<file path="config.mk">
export PLATFORM = sky130hd
export DESIGN_NAME = bridge_dsm_ctrl
export DESIGN_NICKNAME = d
export VERILOG_FILES = /design/src/rtl/dsm_pkg.sv /design/src/rtl/dsm_window_ctr.sv /design/src/rtl/dsm_ones_acc.sv /design/src/rtl/dsm_settle_ctr.sv /design/src/rtl/dsm_leg_diff.sv /design/src/rtl/bridge_dsm_ctrl.sv
export SDC_FILE = /design/constraint.sdc
export NUM_CORES = 1
export LEC_CHECK = 0
export CORE_MARGIN = 2
export CORE_UTILIZATION = 40
export DETAILED_ROUTE_END_ITERATION = 10
export GPL_TIMING_DRIVEN = 0
export MAX_ROUTING_LAYER = met4
export PLACE_DENSITY_LB_ADDON = 0.1
export SYNTH_ARGS = -nofsm -noshare
export SYNTH_HDL_FRONTEND = slang
export SYNTH_SLANG_ARGS = --single-unit
</file>
<file path="constraint.sdc">
create_clock -name clk -period 12.3 [get_ports clk]
set_input_delay 3.69 -clock clk [delete_from_list [all_inputs] [get_ports clk]]
set_output_delay 3.69 -clock clk [all_outputs]
set_load 0.02 [all_outputs]
</file>
<file path="src/rtl/dsm_pkg.sv">
package dsm_pkg;
  typedef enum logic [1:0] {
    PH_IDLE   = 2'd0,
    PH_SETTLE = 2'd1,
    PH_MEAS   = 2'd2
  } phase_t;
endpackage

</file>
<file path="src/rtl/dsm_window_ctr.sv">
module dsm_window_ctr #(
  parameter int LEN = 1024,
  parameter int W   = 11
) (
  input  logic         clk,
  input  logic         rst,
  input  logic         clr,
  input  logic         adv,
  output logic [W-1:0] cnt,
  output logic         last
);
  localparam logic [W-1:0] LAST_IDX = W'(LEN - 1);

  always_ff @(posedge clk) begin
    if (rst || clr) cnt <= '0;
    else if (adv)   cnt <= cnt + 1'b1;
  end

  assign last = (cnt == LAST_IDX);
endmodule

</file>
<file path="src/rtl/dsm_ones_acc.sv">
module dsm_ones_acc #(
  parameter int W = 11
) (
  input  logic         clk,
  input  logic         rst,
  input  logic         clr,
  input  logic         adv,
  input  logic         bit_in,
  output logic [W-1:0] sum,
  output logic [W-1:0] sum_next
);
  assign sum_next = sum + W'(bit_in);

  always_ff @(posedge clk) begin
    if (rst || clr) sum <= '0;
    else if (adv)   sum <= sum_next;
  end
endmodule

</file>
<file path="src/rtl/dsm_settle_ctr.sv">
module dsm_settle_ctr #(
  parameter int W = 8
) (
  input  logic         clk,
  input  logic         rst,
  input  logic         load,
  input  logic [W-1:0] load_val,
  input  logic         adv,
  output logic         at_one
);
  logic [W-1:0] remain;

  always_ff @(posedge clk) begin
    if (rst)                     remain <= '0;
    else if (load)               remain <= load_val;
    else if (adv && remain != 0) remain <= remain - 1'b1;
  end

  assign at_one = (remain == W'(1));
endmodule

</file>
<file path="src/rtl/dsm_leg_diff.sv">
module dsm_leg_diff #(
  parameter int CW = 11,
  parameter int RW = 12
) (
  input  logic          clk,
  input  logic          rst,
  input  logic          cap_first,
  input  logic          cap_second,
  input  logic [CW-1:0] count_in,
  output logic [RW-1:0] result
);
  logic [CW-1:0] first_q;

  always_ff @(posedge clk) begin
    if (rst) begin
      first_q <= '0;
      result  <= '0;
    end else begin
      if (cap_first)  first_q <= count_in;
      if (cap_second) result  <= RW'({1'b0, first_q}) - RW'({1'b0, count_in});
    end
  end
endmodule

</file>
<file path="src/rtl/bridge_dsm_ctrl.sv">
module bridge_dsm_ctrl #(
  parameter int WIN_LEN  = 1024,
  parameter int SETTLE_W = 8,
  localparam int CNT_W   = $clog2(WIN_LEN) + 1,
  localparam int RES_W   = CNT_W + 1
) (
  input  logic                clk,
  input  logic                rst,
  input  logic                tick_en,
  input  logic                start,
  input  logic [SETTLE_W-1:0] settle_ticks,
  input  logic                cmp_in,
  output logic                fb_out,
  output logic                leg_sel,
  output logic                busy,
  output logic                done,
  output logic [RES_W-1:0]    result
);
  import dsm_pkg::*;

  phase_t              phase;
  logic [SETTLE_W-1:0] settle_q;
  logic [CNT_W-1:0]    win_cnt;
  logic [CNT_W-1:0]    ones_sum;
  logic [CNT_W-1:0]    ones_next;
  logic                win_last;
  logic                settle_one;

  logic take_start, meas_tick, settle_tick, win_end, settle_done;
  logic settle_load;
  logic [SETTLE_W-1:0] settle_val;

  always_comb begin
    take_start  = (phase == PH_IDLE) && start;
    meas_tick   = (phase == PH_MEAS) && tick_en;
    settle_tick = (phase == PH_SETTLE) && tick_en;
    win_end     = meas_tick && win_last;
    settle_done = settle_tick && settle_one;
    settle_load = take_start || (win_end && !leg_sel);
    settle_val  = take_start ? settle_ticks : settle_q;
  end

  dsm_window_ctr #(.LEN(WIN_LEN), .W(CNT_W)) u_win (
    .clk(clk), .rst(rst), .clr(take_start || win_end), .adv(meas_tick),
    .cnt(win_cnt), .last(win_last)
  );

  dsm_ones_acc #(.W(CNT_W)) u_ones (
    .clk(clk), .rst(rst), .clr(take_start || win_end), .adv(meas_tick),
    .bit_in(cmp_in), .sum(ones_sum), .sum_next(ones_next)
  );

  dsm_settle_ctr #(.W(SETTLE_W)) u_settle (
    .clk(clk), .rst(rst), .load(settle_load), .load_val(settle_val),
    .adv(settle_tick), .at_one(settle_one)
  );

  dsm_leg_diff #(.CW(CNT_W), .RW(RES_W)) u_diff (
    .clk(clk), .rst(rst),
    .cap_first(win_end && !leg_sel), .cap_second(win_end && leg_sel),
    .count_in(ones_next), .result(result)
  );

  always_ff @(posedge clk) begin
    if (rst) begin
      phase    <= PH_IDLE;
      settle_q <= '0;
      leg_sel  <= 1'b0;
      fb_out   <= 1'b0;
      done     <= 1'b0;
    end else begin
      done <= 1'b0;
      if (phase != PH_IDLE && tick_en) fb_out <= ~cmp_in;
      if (take_start) begin
        settle_q <= settle_ticks;
        leg_sel  <= 1'b0;
        phase    <= (settle_ticks == '0) ? PH_MEAS : PH_SETTLE;
      end else if (settle_done) begin
        phase <= PH_MEAS;
      end else if (win_end) begin
        if (!leg_sel) begin
          leg_sel <= 1'b1;
          phase   <= (settle_q == '0) ? PH_MEAS : PH_SETTLE;
        end else begin
          leg_sel <= 1'b0;
          done    <= 1'b1;
          phase   <= PH_IDLE;
        end
      end
    end
  end

  assign busy = (phase != PH_IDLE);
endmodule

</file>
### Word level (Yosys, flattened, before mapping)

Cells that the tools add are included.

* flip-flop bits (word level): 66
* input bits: 13
* output and inout port bits: 16
* logic and storage cells: 55

* $add $sub $neg: 4
* equality and inequality tests: 4
* mux-type cells: 11
* bitwise logic cells: 3
* reduce and logical (&&, ||, !) cells: 23

Operators by type and width (number)
* $mux W8: 3
* $logic_not A8 Y1: 2
* $mux W2: 6
* $sub A11 B11 Y12: 1
* $add A11 B1 Y11: 1
* $add A11 B1 Y11 const B: 1
* $eq A11 B10 Y1 const B: 1
* $logic_and A1 B1 Y1: 9
* $eq A8 B1 Y1 const B: 1
* $reduce_bool A8 Y1: 1
* $sub A8 B1 Y8 const B: 1
* $reduce_bool A2 Y1: 2
* $reduce_or A4 Y1: 1
* $logic_or A1 B1 Y1: 3
* $not A1 Y1: 3
* $reduce_bool A3 Y1: 1
* $eq A2 B1 Y1 const B: 1
* $eq A2 B2 Y1 const B: 1
* $logic_not A2 Y1: 1
* $mux W1: 2
* $reduce_and A2 Y1: 1
* $reduce_or A2 Y1: 1
* $logic_not A1 Y1: 1

### Longest topological paths before layout

* depth in word-level cells: 6
* depth in mapped cells: 12
* mapped depth without buffers: 12

### By module

Synthesis repeated with hierarchy kept, for this count alone.

* cells, all modules: 436
* area total of the unflattened synthesis: 3707.3 sq um

By module, submodules not included
* dsm_leg_diff: times used 1, cells an instance 159, area each 1382.6 sq um, sequential area each 460.4 sq um
* dsm_ones_acc: times used 1, cells an instance 81, area each 668.1 sq um, sequential area each 220.2 sq um
* bridge_dsm_ctrl: times used 1, cells an instance 79, area each 628.1 sq um, sequential area each 260.2 sq um
* dsm_settle_ctr: times used 1, cells an instance 59, area each 524.3 sq um, sequential area each 160.2 sq um
* dsm_window_ctr: times used 1, cells an instance 58, area each 504.2 sq um, sequential area each 220.2 sq um

### Worst setup path before layout

OpenSTA, ideal clock, no wires.

* kind: input to register
* start point: input port cmp_in
* end point: register u_diff.result[11]
* setup time: 0.091 ns
* arrival: 6.434 ns
* data required time: 12.209 ns
* slack: 5.775 ns
* stages on the path: 12
* path buffers: 0
* cell sequence: ha_1 ha_1 inv_1 ha_1 nor2b_1 o31a_1 o311ai_0 o41ai_1 a2111oi_0 a211oi_1 maj3_1 a311oi_1

* longest elaborated chain between the ends: 2

RTL lines
* from (decl): RTL line bridge_dsm_ctrl.sv:12 `input logic cmp_in,`
* $add A11 B1 Y11: RTL line dsm_ones_acc.sv:12 `assign sum_next = sum + W'(bit_in);`
* named net ones_next[1]: RTL line bridge_dsm_ctrl.sv:25 `logic [CNT_W-1:0] ones_next;`
* $sub A11 B11 Y12: RTL line dsm_leg_diff.sv:20 `if (cap_second) result <= RW'({1'b0, first_q}) - RW'({1'b0, count_in});`
* to (signal assigned): RTL line dsm_leg_diff.sv:20
* to (decl): RTL line dsm_leg_diff.sv:10 `output logic [RW-1:0] result`

The timed path passes the listed nets, and every way through them passes these cells.
A chain may end at the register's enable or synchronous reset.

### Worst setup path after layout

Ends and elaborated chain as after synthesis.

==> metrics.md <==
| Metric | Value |
|---|---|
| Via count | between 3k and 4k |
| Layout cells sized above 1 | under 10% |
| Post-route DRC | 0 |
| Hold Crit Class | reg2reg |
| Skew-Pair Late Insertion Delay | between 0.3 and 0.4 ns |
| First-pass GRT wire length | about 14000 µm |
| Worst hold path stage count | 2 |
| CTS Buf Count | 9 |
| GRT overflow | 0 |
| Reg clk slew, reported paths | 0.07 ns |
| Fillers | between 800 and 900 |
| Worst hold endpoint | u_diff.result[8] |
| Critical path type | in2reg |
| Synthesized area | between 0.003 and 0.004 mm² |
| Setup TNS after final layout | 0 ns |
| I/O Buffers | 27 |
| I/O pins | 29 |
| CTS tree | yes |
| Ys async rst share | 0% |
| Area Growth Syn to Fin | 16.9% |
| Core area | between 0.008 and 0.009 mm² |
| Fin. Hold Viols | 0 |
| TritonCTS Sinks | 66 |
| Post-CTS Setup Bufs | 0 |
| Run status | finished clean |
| Clock skew | roughly 0.0075 ns |
| Initial Util | between 40% and 50% |
| Post-route minimum period | 7.14 ns |
| DIE AREA | between 0.009 and 0.01 mm² |
| Max Buffers Root-to-Sink | 2 |
| Drt first-iter violations | around 140 |
| DP Area | 0.00390 mm² |
| Fmax | roughly 0.14 GHz |
| Design Area, Final | roughly 0.004 mm² |
| Number of global-route vias before repair | slightly below 3k |
| Drt total wl | around 8500 µm |
| Pre-CTS setup slack | a little under 5 ns |
| MaxCap Viol Count | 0 |
| Leak | around 1.4 nW |
| H-tree levels | 3 |
| Worst-Margin Slew | approximately 0.92 ns |
| Die W | 97.5 µm |
| Slew Limit Fails | 0 |
| Initial antenna violation count | 0 |
| R2R Path End | u_diff.result[11] |
| First-pass DRT Iterations | 4 |
| Detail Route Antenna Nets | 0 |
| VDD IR max | between 50 and 60 µV |
| CP endpoint kind | register |
| Layout Nets | 495 |
| RSZ-0062 raised after global routing | false |
| Post-synthesis cell type count | 51 |
| Hold Buf Count CTS | 0 |
| Avg Cell Area, Syn | around 8 µm² |
| Worst setup SP type | input port |
| Post-DP HPWL | 6220 µm |
| R2R Setup Slk | approximately 8.7 ns |
| ANT cells | 0 |
| Vias per cell | between 5 and 6 |
| Sequential fraction of the synthesis area | around 38% |
| CP Data Required Time | approximately 13 ns |
| CTS resizes | 0 |
| Seq cells post-synth | 66 |
| Crit path max fanout | 4 |
| R2R depth | 12 |
| Setup-failing EPs final | 0 |
| RePlAce Congestion | around 0.83 |
| GR Util All Layers | roughly 19% |
| Die Ht | 97.5 µm |
| Power Density | 114 mW/mm² |
| Synth Warn # | 0 |
| Mapped Cells | roughly 440 |
| Pin count of the biggest net entering global routing | 11 |
| Critical path data arrival time | between 7 and 8 ns |
| Wire per inst | roughly 14 µm |
| Final Cycle Share | between 50% and 60% |
| Post-synth EDFFs | 0 |
| RR Startpoint | u_ones.sum[0] |
| Rows | 34 |
| Clock root buffer | clkbuf_8 |
| Hold path start | u_diff.result[8] |
| Dominant synthesized flop cell | dfxtp_1 |
| Worst Setup Slack, final | approximately 5.2 ns |
| Syn_nets | between 400 and 500 |
| Normalized max-slew margin | a little under two fifths |
cell type report:
class,instances,area (µm²),share of cell area (%)
plain buffers,20,76.3,1.87
well taps,108,135,3.31
multi-input cells,336,2050,50.1
flip-flops and latches,66,1320,32.4
clock inverters,3,40.0,0.980
inverters,13,48.8,1.19
repair buffers,27,270,6.62
clock buffers,12,145,3.55
cells in the mapped netlist, types with 2 or more instances:
cell type,instances,area [µm²]
a2111o_1,2,22.5
a211oi_1,17,128
a21o_1,2,15.0
a21oi_1,29,145
a221oi_1,2,17.5
a311oi_1,4,35.0
and3_1,5,31.3
clkbuf_1,18,67.6
dfxtp_1,66,1320
ha_1,8,100
inv_1,13,48.8
maj3_1,2,20.0
maj3_2,3,33.8
mux2i_1,2,20.0
nand2_1,68,255
nand2b_1,6,37.5
nand3_1,8,40.0
nand3b_1,2,15.0
nand4_1,7,43.8
nor2_1,55,206
nor2b_1,2,12.5
nor3_1,9,45.0
nor4_1,7,43.8
o211ai_1,5,37.5
o21a_1,2,15.0
o21ai_0,11,55.1
o31ai_1,3,22.5
o32a_1,2,20.0
o41ai_1,2,17.5
or2_2,3,18.8
or3_1,3,18.8
or4_1,4,30.0
xnor2_1,29,254
xor2_1,17,149
placed cells by master (no fill, tap or decap), types with 2 or more instances in the layout:
cell / n
nand2_1: 68
dfxtp_1: 66
nor2_1: 55
xnor2_1: 29
a21oi_1: 29
clkdlybuf4s50_1: 27
clkbuf_1: 20
xor2_1: 17
a211oi_1: 17
inv_1: 13
o21ai_0: 11
clkbuf_8: 10
nor3_1: 9
nand3_1: 8
ha_1: 8
nor4_1: 7
nand4_1: 7
nand2b_1: 6
o211ai_1: 5
and3_1: 5
or4_1: 4
a311oi_1: 4
or2_2: 3
or3_1: 3
maj3_2: 3
o31ai_1: 3
nand3b_1: 2
a221oi_1: 2
o41ai_1: 2
o32a_1: 2
nor2b_1: 2
o21a_1: 2
mux2i_1: 2
a21o_1: 2
maj3_1: 2
a2111o_1: 2
clkinv_2: 2
report_power, final:
part / total (mW) / internal [mW] / switching [mW]
clock: 0.179 / 0.0976 / 0.0815
combinational: 0.0589 / 0.0247 / 0.0342
sequential: 0.229 / 0.221 / 0.00761
metal layers:
| metal | vias up | part of all wire, % | wire length [µm] | track usage [%] |
|---|---|---|---|---|
| met5 | - | 0 | 0 | - |
| met4 | 0 | 0.67 | 57 | 4.81 |
| met3 | 6 | 3.8 | 320 | 4.60 |
| met2 | 46 | 44 | 3740 | 29.2 |
| met1 | 1438 | 51 | 4340 | 26.0 |
| li1 | 1608 | - | - | - |
kinds of logic (layout without fill, tap and decap cells):
| kind of cell | Yosys count | in the layout | synth area share [%] |
|---|---|---|---|
| xor+xnor | 46 | 46 | 11.5 |
| fa+ha+maj | 14 | 14 | 4.98 |
| simple gates | 184 | 184 | 24.0 |
| buf+inv | 33 | 75 | 3.58 |
| mux | 2 | 2 | 0.573 |
| compound gates | 90 | 90 | 17.6 |
| flops | 66 | 66 | 37.8 |
worst max path at each step:
stage | slack, ns | start | endpoint
floorplan | 5.78 | cmp_in | u_diff.result[11]
global placement | 4.88 | cmp_in | u_diff.result[11]
detailed placement | 4.87 | cmp_in | u_diff.result[11]
CTS | 5.23 | cmp_in | u_diff.result[11]
global route | 4.97 | cmp_in | u_diff.result[11]
finish | 5.16 | cmp_in | u_diff.result[11]
stage by stage:
| stage | std cells | total power [mW] | util, % | hold WS (ns) |
|---|---|---|---|---|
| 6_report | 585 | 0.467 | 47.5 | 0.453 |
| 5_1_grt | 585 | 0.488 | 47.5 | 0.474 |
| 4_1_cts | 585 | 0.471 | 47.5 | 0.456 |
| 3_5_place_dp | 570 | 0.292 | 45.4 | 0.445 |
| 3_3_place_gp | 570 | 0.291 | 45.4 | 0.439 |
| 2_1_floorplan | 435 | 0.272 | - | 0.432 |
sequential cells by signal (all words and copies together) (netlist names):
register and cells:
u_diff.result 12, u_diff.first_q 11, u_ones.sum 11, u_win.cnt 11
settle_q 8, u_settle.remain 8, phase 2, done 1
fb_out 1, leg_sel 1
worst max-delay path, cell delays in order:
cell	delay, ns
clkdlybuf4s50_1	0.44
ha_1	0.25
ha_1	0.40
inv_1	0.07
ha_1	0.28
nor2b_1	0.14
o31a_1	0.26
o311ai_0	0.49
o41ai_1	0.18
a211oi_1	0.41
a211oi_1	0.16
maj3_1	0.38
a311oi_1	0.25
No activity file was read; power rests on OpenSTA's default activity.
